$ cat config.mk
export PLATFORM = sky130hd
export DESIGN_NAME = console_ctrl
export DESIGN_NICKNAME = d
export VERILOG_FILES = /design/src/rtl/console_pkg.sv /design/src/rtl/btn_edge.sv /design/src/rtl/console_fsm.sv /design/src/rtl/boot_overlay.sv /design/src/rtl/console_ctrl.sv
export SDC_FILE = /design/constraint.sdc
export NUM_CORES = 1
export LEC_CHECK = 0
export ABC_AREA = 1
export BUFFER_PORTS_ARGS = -buffer_cell sky130_fd_sc_hd__buf_2
export CORE_MARGIN = 2
export CORE_UTILIZATION = 39
export DETAILED_ROUTE_END_ITERATION = 10
export HOLD_SLACK_MARGIN = 0.08
export PLACE_DENSITY = 0.77
export SLEW_MARGIN = 20
export SYNTH_ARGS = -nofsm -noshare
export SYNTH_HDL_FRONTEND = slang
export SYNTH_SLANG_ARGS = --single-unit
$ cat constraint.sdc
create_clock -name clk -period 1.05 [get_ports clk]
set_clock_uncertainty 0.05 [all_clocks]
set_input_delay 0.105 -clock clk [delete_from_list [all_inputs] [get_ports clk]]
set_output_delay 0.105 -clock clk [all_outputs]
set_load 0.02 [all_outputs]
$ cat src/rtl/console_pkg.sv
package console_pkg;
    localparam int WORD_W    = 16;
    localparam int ADDR_W    = 15;
    localparam int ROM_WORDS = 32;
    localparam int ROM_AW    = $clog2(ROM_WORDS);
    localparam int N_BTN     = 4;

    typedef enum logic [1:0] {
        ST_HALT     = 2'd0,
        ST_RUN      = 2'd1,
        ST_STOPPING = 2'd2
    } run_state_e;

    typedef struct packed {
        logic boot;
        logic run;
        logic store;
        logic halt;
    } btn_s;

    typedef struct packed {
        logic              en;
        logic [ADDR_W-1:0] addr;
        logic [WORD_W-1:0] data;
    } wr_req_s;

    function automatic logic [WORD_W-1:0] boot_word(input logic [ROM_AW-1:0] idx);
        logic [WORD_W-1:0] base;
        logic [WORD_W-1:0] step;
        base = 16'hC000;
        step = 16'h0111;
        return base + WORD_W'(idx) * step;
    endfunction
endpackage

$ cat src/rtl/btn_edge.sv
module btn_edge #(
    parameter int N = 4
) (
    input  logic         clk,
    input  logic [N-1:0] lvl,
    output logic [N-1:0] rise
);
    logic [N-1:0] prev_q;

    always_ff @(posedge clk) begin
        prev_q <= lvl;
    end

    for (genvar g = 0; g < N; g++) begin : g_edge
        assign rise[g] = lvl[g] & ~prev_q[g];
    end
endmodule

$ cat src/rtl/console_fsm.sv
module console_fsm
    import console_pkg::*;
#(
    parameter int AW = ADDR_W,
    parameter int DW = WORD_W
) (
    input  logic          clk,
    input  logic          rst,
    input  btn_s          press,
    input  logic          key_lock,
    input  logic [DW-1:0] sw_data,
    input  logic [AW-1:0] cpu_pc,
    input  logic          insn_done,
    output logic          pc_load_en,
    output logic [AW-1:0] pc_load_val,
    output logic          cpu_run,
    output wr_req_s       wr_req,
    output logic          ovl_set,
    output logic          ovl_clr,
    output logic          auto_restart_en
);
    run_state_e state_q, state_d;
    btn_s       acc;
    logic       halted;

    assign halted = (state_q == ST_HALT);

    always_comb begin
        acc       = '0;
        if (!key_lock) begin
            if (halted) begin
                if (press.boot)       acc.boot  = 1'b1;
                else if (press.run)   acc.run   = 1'b1;
                else if (press.store) acc.store = 1'b1;
            end else if (state_q == ST_RUN) begin
                acc.halt = press.halt;
            end
        end
    end

    always_comb begin
        state_d = state_q;
        unique case (state_q)
            ST_HALT:     if (acc.boot || acc.run) state_d = ST_RUN;
            ST_RUN:      if (acc.halt) state_d = insn_done ? ST_HALT : ST_STOPPING;
            ST_STOPPING: if (insn_done) state_d = ST_HALT;
            default:     state_d = ST_HALT;
        endcase
    end

    assign ovl_set = acc.boot;
    assign ovl_clr = acc.run | acc.store;

    always_ff @(posedge clk) begin
        if (rst) begin
            state_q         <= ST_HALT;
            pc_load_en      <= 1'b0;
            pc_load_val     <= '0;
            wr_req          <= '0;
            auto_restart_en <= 1'b0;
        end else begin
            state_q         <= state_d;
            pc_load_en      <= acc.boot | acc.run;
            auto_restart_en <= key_lock;
            if (acc.boot)     pc_load_val <= '0;
            else if (acc.run) pc_load_val <= sw_data[AW-1:0];
            wr_req.en <= acc.store;
            if (acc.store) begin
                wr_req.addr <= cpu_pc;
                wr_req.data <= sw_data;
            end
        end
    end

    assign cpu_run = (state_q != ST_HALT);
endmodule

$ cat src/rtl/boot_overlay.sv
module boot_overlay
    import console_pkg::*;
#(
    parameter int AW    = ADDR_W,
    parameter int DW    = WORD_W,
    parameter int DEPTH = ROM_WORDS
) (
    input  logic          clk,
    input  logic          rst,
    input  logic          ovl_set,
    input  logic          ovl_clr,
    input  logic          ovl_off,
    input  logic [AW-1:0] cpu_rd_addr,
    input  logic [DW-1:0] ram_rd_data,
    output logic [DW-1:0] cpu_rd_data,
    output logic          ovl_active
);
    localparam int IW = $clog2(DEPTH);

    logic [DW-1:0] rom [DEPTH];
    logic          in_window;

    for (genvar g = 0; g < DEPTH; g++) begin : g_rom
        assign rom[g] = boot_word(IW'(g));
    end

    always_ff @(posedge clk) begin
        if (rst)                      ovl_active <= 1'b0;
        else if (ovl_set)             ovl_active <= 1'b1;
        else if (ovl_clr || ovl_off)  ovl_active <= 1'b0;
    end

    assign in_window   = (cpu_rd_addr < AW'(DEPTH));
    assign cpu_rd_data = (ovl_active && in_window) ? rom[cpu_rd_addr[IW-1:0]] : ram_rd_data;
endmodule

$ cat src/rtl/console_ctrl.sv
module console_ctrl
    import console_pkg::*;
#(
    parameter int AW = ADDR_W,
    parameter int DW = WORD_W
) (
    input  logic          clk,
    input  logic          rst,
    input  logic          btn_run,
    input  logic          btn_store,
    input  logic          btn_halt,
    input  logic          btn_boot,
    input  logic          key_lock,
    input  logic [DW-1:0] sw_data,
    input  logic [AW-1:0] cpu_pc,
    input  logic          insn_done,
    input  logic          ovl_off,
    input  logic [AW-1:0] cpu_rd_addr,
    input  logic [DW-1:0] ram_rd_data,
    output logic [DW-1:0] cpu_rd_data,
    output logic          pc_load_en,
    output logic [AW-1:0] pc_load_val,
    output logic          cpu_run,
    output logic          mem_wr_en,
    output logic [AW-1:0] mem_wr_addr,
    output logic [DW-1:0] mem_wr_data,
    output logic          ovl_active,
    output logic          auto_restart_en
);
    btn_s    lvl, press;
    wr_req_s wr_req;
    logic    ovl_set, ovl_clr;

    assign lvl = '{boot: btn_boot, run: btn_run, store: btn_store, halt: btn_halt};

    btn_edge #(.N(N_BTN)) u_edge (
        .clk  (clk),
        .lvl  (lvl),
        .rise (press)
    );

    console_fsm #(.AW(AW), .DW(DW)) u_fsm (
        .clk             (clk),
        .rst             (rst),
        .press           (press),
        .key_lock        (key_lock),
        .sw_data         (sw_data),
        .cpu_pc          (cpu_pc),
        .insn_done       (insn_done),
        .pc_load_en      (pc_load_en),
        .pc_load_val     (pc_load_val),
        .cpu_run         (cpu_run),
        .wr_req          (wr_req),
        .ovl_set         (ovl_set),
        .ovl_clr         (ovl_clr),
        .auto_restart_en (auto_restart_en)
    );

    boot_overlay #(.AW(AW), .DW(DW), .DEPTH(ROM_WORDS)) u_ovl (
        .clk         (clk),
        .rst         (rst),
        .ovl_set     (ovl_set),
        .ovl_clr     (ovl_clr),
        .ovl_off     (ovl_off),
        .cpu_rd_addr (cpu_rd_addr),
        .ram_rd_data (ram_rd_data),
        .cpu_rd_data (cpu_rd_data),
        .ovl_active  (ovl_active)
    );

    assign mem_wr_en   = wr_req.en;
    assign mem_wr_addr = wr_req.addr;
    assign mem_wr_data = wr_req.data;
endmodule

-- Word-level counts from Yosys, hierarchy flattened
Memories as Yosys holds them, arrays and structs flattened.
Index checks and enable logic that the tools add are counted.
- mux-type cells: 19
- $lt $le $gt $ge: 2
- bitwise operators: 11
- equal/unequal tests: 5
- reduce and logical (&&, ||, !) cells: 8
- operators with widths (operator ; count):
    two-way mux 16 bit ; 3
    less-than comparator 15 x 6 -> 1 bit, second input constant ; 1
    two-way mux 2 bit ; 5
    two-way mux 1 bit ; 8
    greater-or-equal comparator 6 bit, second input constant ; 1
    NOT 5 -> 6 bit ; 1
    one-hot mux 2 bit (3 select lines) ; 1
    AND 1 bit ; 4
    two-way mux 4 bit ; 1
    inequality test 2 bit, second input constant ; 2
    NOT 1 bit ; 4
    nonzero test 2 bit ; 2
    two-way mux 3 bit ; 1
    AND reduction 3 bit ; 1
    == test 2 x 1 -> 1 bit, second input constant ; 1
    == test 2 bit, second input constant ; 1
    logical NOT 2 bit ; 1
    logical OR 1 bit ; 2
    inequality test 2 x 1 -> 1 bit, second input constant ; 1
    OR 1 bit ; 2
    OR reduction 2 bit ; 1
    logical AND 1 bit ; 1
- bits of input ports: 71
- word-level logic and storage cells: 55
- bits in read-only memories: 512
- memories kept: 1
- register bits: 56
- memories (memory ; words ; bits a word ; rd ports ; clocked after Yosys merged registers in ; wr ports ; line ; text):
    (no name shown) ; 32 ; 16 ; 1 ; 0 ; 0 ; boot_overlay.sv:34 ; assign cpu_rd_data = (ovl_active && in_window) ? rom[cpu_rd_addr[IW-1:0]] : ram_rd_data;

-- Logic depth before layout (Yosys ltp)
- depth in word-level cells: 11
- mapped depth: 8

-- Cells and area by module
From an unflattened synthesis, not the netlist that was laid out.
- cell total of the unflattened synthesis: 385
- area, all modules: 2597.5 µm²
- by module, submodules not included (module ; area each (µm²) ; instances ; cells an instance ; sequential area each (µm²)):
    console_fsm ; 1943.1 ; 1 ; 269 ; 1021.0
    boot_overlay ; 534.3 ; 1 ; 104 ; 20.0
    btn_edge ; 120.1 ; 1 ; 12 ; 80.1

-- Least setup slack after synthesis
Ideal clock, no wire load.
- path kind: register to output
- from: register u_ovl.ovl_active
- to: output cpu_rd_data[2]
- path buffers: 1
- arrival: 1410 ps
- stages on the path, launching flop included: 6
- setup slack: -515 ps
- path through: dfxtp_1 nand2_1 nor3_1 nand3_1 buf_2 o21ai_0
- cells in the longest elaborated chain, start to end: 2
- RTL lines (element ; line ; text):
    start: declaration ; boot_overlay.sv:16 ; output logic ovl_active
    start signal: assignment ; boot_overlay.sv:28 ; if (rst) ovl_active <= 1'b0;
    start signal: assignment ; boot_overlay.sv:29 ; else if (ovl_set) ovl_active <= 1'b1;
    start signal: assignment ; boot_overlay.sv:30 ; else if (ovl_clr || ovl_off) ovl_active <= 1'b0;
    logical AND 1 bit ; boot_overlay.sv:34 ;
    two-way mux 16 bit ; boot_overlay.sv:34 ;
    end: declaration ; console_ctrl.sv:20 ; output logic [DW-1:0] cpu_rd_data,
Every way passes these cells.

-- Final worst setup path
- from: register u_ovl.ovl_active
- to: output cpu_rd_data[7]
Same word-level chain as after synthesis.

==> results.tsv <==
stage	metric	value	unit
run_status	status	complete, but fails checks	
clocking	number of CTS-inserted buffers	5	
die	row cnt	28	
route	# DRC	0	
route	drt first pass iters	4	
yosys	post-synthesis mux area share	0.004191	
placement	placed cells	539	
die	DIE AREA	0.006767	mm2
yosys	Synth Area in Compound Gates	0.1472	
timing	fmax	582.8	MHz
route	Iteration-0 DRC Markers	160	
timing	final setup margin	-665.9	ps
timing	Final Cycle Share	1.634	
global_route	vias in the first global route	3129	
yosys	Post-Syn Area per Cell	7.583	um2
critical_path	worst setup path end	cpu_rd_data[7]	
run_status	failing checks	negative setup slack	
pwr	Worst VDD drop	0.7141	mV
pwr	Pleak	2.376	nW
final_layout	commonest cells after routing, fill and taps aside	buf_2 (118), nor2_1 (40), dlygate4sd3_1 (38)	
yosys	post-synthesis async set-or-reset flop share	0	
die	Die Wd	82.26	um
critical_path	CP Launch Type	flop	
die	Starting Density	0.4034	
global_route	first-pass GRT wire length	14640	um
critical_path	CP endpoint kind	output pin	
timing	Final Slew Violations	0	
final_layout	post-layout util	0.8654	
yosys	largest family of logic cells by synthesized area	simple AND/OR/NAND/NOR gates	
pwr	power per cell area	1033	mW/mm2
clocking	H-tree depth	2	
critical_path	R2R depth	10	
final_layout	# fillers	274	
critical_path	CP Max Fanout	7	
die	Die Ht	82.26	um
critical_path	FF-to-FF Start	u_fsm.state_q[1]	
final_layout	P&R area growth vs syn	114.5	%
timing	final hold vios	0	
route	DR WL/cell	19.23	um
clocking	CTS sink cnt	56	
yosys	Ys Warns	0	
yosys	adder-cell area share of the yosys netlist	0.01572	
yosys	syn nets	389	
critical_path	Setup CP Type	reg -> out	
yosys	Synth Instances	315	
hold_path	critical hold path startpoint	key_lock	
yosys	xor/xnor share of the synthesized area	0.003667	
timing	WHS	145.7	ps
run	MaxCap Viol Count	0	
timing	setup tns final	-24980	ps
route	vias per std cell	5.320	
placement	DP HPWL	5324	um
critical_path	CP required	890	ps
yosys	Yosys cell types	32	
clocking	CTS tree	yes	
clocking	clk_lat worst skew	310	ps
route	vias	3229	
final_layout	most common cell after layout, fill and taps aside	buf_2	
critical_path	Setup crit start	u_ovl.ovl_active	
route	antenna viol nets, final	0	
yosys	simple-gate area share of the yosys netlist	0.2803	
clocking	root buffer cell	clkbuf_8	
critical_path	R2R Setup Slk	-370	ps
pwr	total power	0.005291	W
final_layout	non-filler cells, final	607	
die	Ports	138	
critical_path	Crit path arrival time	1560	ps
timing	Worst Tran Pin Value	370.3	ps
yosys	Seq/Total Area, Yosys	0.4694	
yosys	EDFF count, synth	0	
global_route	Congestion Overflow GR	0	
timing	Tmin final	1716	ps
timing	RSZ-0062 raised after global routing	true	
timing	final setup fails	70	
timing	relative slew slack	0.7505	
route	total wire length	11670	um
yosys	synthesized area	0.002389	mm2
global_route	initial antenna violation count	0	
clocking	Clock transition at path regs	100	ps
final_layout	share of layout cells above drive strength 1	0.7124	
yosys	Yosys reg bits	56	
placement	# port buffers	137	
die	core area	0.005921	mm2
global_route	gr usage total	0.2836	
yosys	Most used DFF post-synth	dfxtp_1	
critical_path	Worst R2R End	u_fsm.wr_req[19]	
hold_path	worst hold path type	in -> reg	
placement	routability congestion estimate	0.7734	
final_layout	final net count	606	
clocking	maximum clock path buffer count	2	
final_layout	Antenna diodes	0	
global_route	pin count of the biggest net entering global routing	22	
## repair_timing
action | in CTS | in global routing
pin swaps | 34 | 41
buffers inserted | 17 | 6
endpoints found under the setup margin | 66 | 73
resized for setup | 160 | 105
gates cloned | 7 | 0
hold buffers | 38 | 0
hold endpoints to repair | 56 | 0
## metal layers
layer	routed length, um	global-route usage	up-vias	part of all wire
met5	0	0	-	0
met3	603	0.06413	64	0.052
met2	6376	0.5250	155	0.55
met1	3963	0.3015	1562	0.34
li1	-	-	1448	-
met4	729	0.1333	0	0.062
## cells in the mapped netlist (2+ instances only)
cell type / count / area, um2
nor2_1: 75 / 281.5
nand2_1: 62 / 232.7
dfxtp_1: 56 / 1121
o21ai_0: 29 / 145.1
inv_1: 14 / 52.55
o21ai_1: 11 / 55.05
a21oi_1: 10 / 50.05
a21oi_2: 10 / 87.58
nand3_1: 6 / 30.03
buf_6: 5 / 56.30
buf_2: 4 / 20.02
nor3_1: 4 / 20.02
clkbuf_1: 3 / 11.26
ha_1: 3 / 37.54
nand2_4: 3 / 33.78
inv_2: 2 / 7.510
nor2_4: 2 / 22.52
or2_2: 2 / 12.51
## cells by family after synthesis
group           after synthesis
simple gates                159
buf+inv                      33
xor+xnor                      1
compound gates               62
mux                           1
flops                        56
fa+ha+maj                     3
## sequential cells by signal, summed over array words and instances, names as in the netlist
register and count:
u_fsm.wr_req 32, u_fsm.auto_restart_en 1, u_ovl.ovl_active 1, u_fsm.pc_load_en 1
u_fsm.state_q 2, u_fsm.pc_load_val 15, u_edge.prev_q 4
## final cells by class
type / count / area [um2] / area share
clock inverters: 1 / 30.03 / 0.005861
repair inverters: 1 / 16.27 / 0.003175
flip-flops and latches: 56 / 1159 / 0.2261
clock buffers: 6 / 93.84 / 0.01832
multi-input cells: 227 / 1828 / 0.3568
inverters: 18 / 90.09 / 0.01758
repair buffers: 223 / 1813 / 0.3538
well taps: 75 / 93.84 / 0.01832
## worst max-delay path, stage by stage (launching register included)
cell	delay, ps
dfxtp_4	370
nand2_4	50
nor3_4	140
nand3_4	180
inv_4	160
nand3_2	120
nand2_2	110
buf_6	120
## per-stage QoR
| step | instance area [um2] | setup WS (ps) |
|---|---|---|
| floorplan | 2554 | -170.3 |
| detailed placement | 3452 | -364.1 |
| global route | 5124 | -727.9 |
| CTS | 4821 | -667.1 |
| global placement | 3452 | -324.5 |
| finish | 5124 | -665.9 |
## where the power goes
part / switching, W / internal, W / total, W
Combinational: 0.000754 / 0.000675 / 0.00143
Clock: 0.000741 / 0.000845 / 0.00159
Sequential: 0.0000662 / 0.00221 / 0.00228
Total: 0.00156 / 0.00373 / 0.00529
## worst min path at each step
stage / cells after the start / endpoint
2_1_floorplan: 0 / u_edge.prev_q[0]
3_3_place_gp: 1 / u_edge.prev_q[3]
3_5_place_dp: 1 / u_edge.prev_q[2]
4_1_cts: 4 / u_fsm.auto_restart_en
5_1_grt: 4 / u_fsm.auto_restart_en
6_report: 4 / u_fsm.auto_restart_en
No activity file was read; power rests on OpenSTA's default activity.
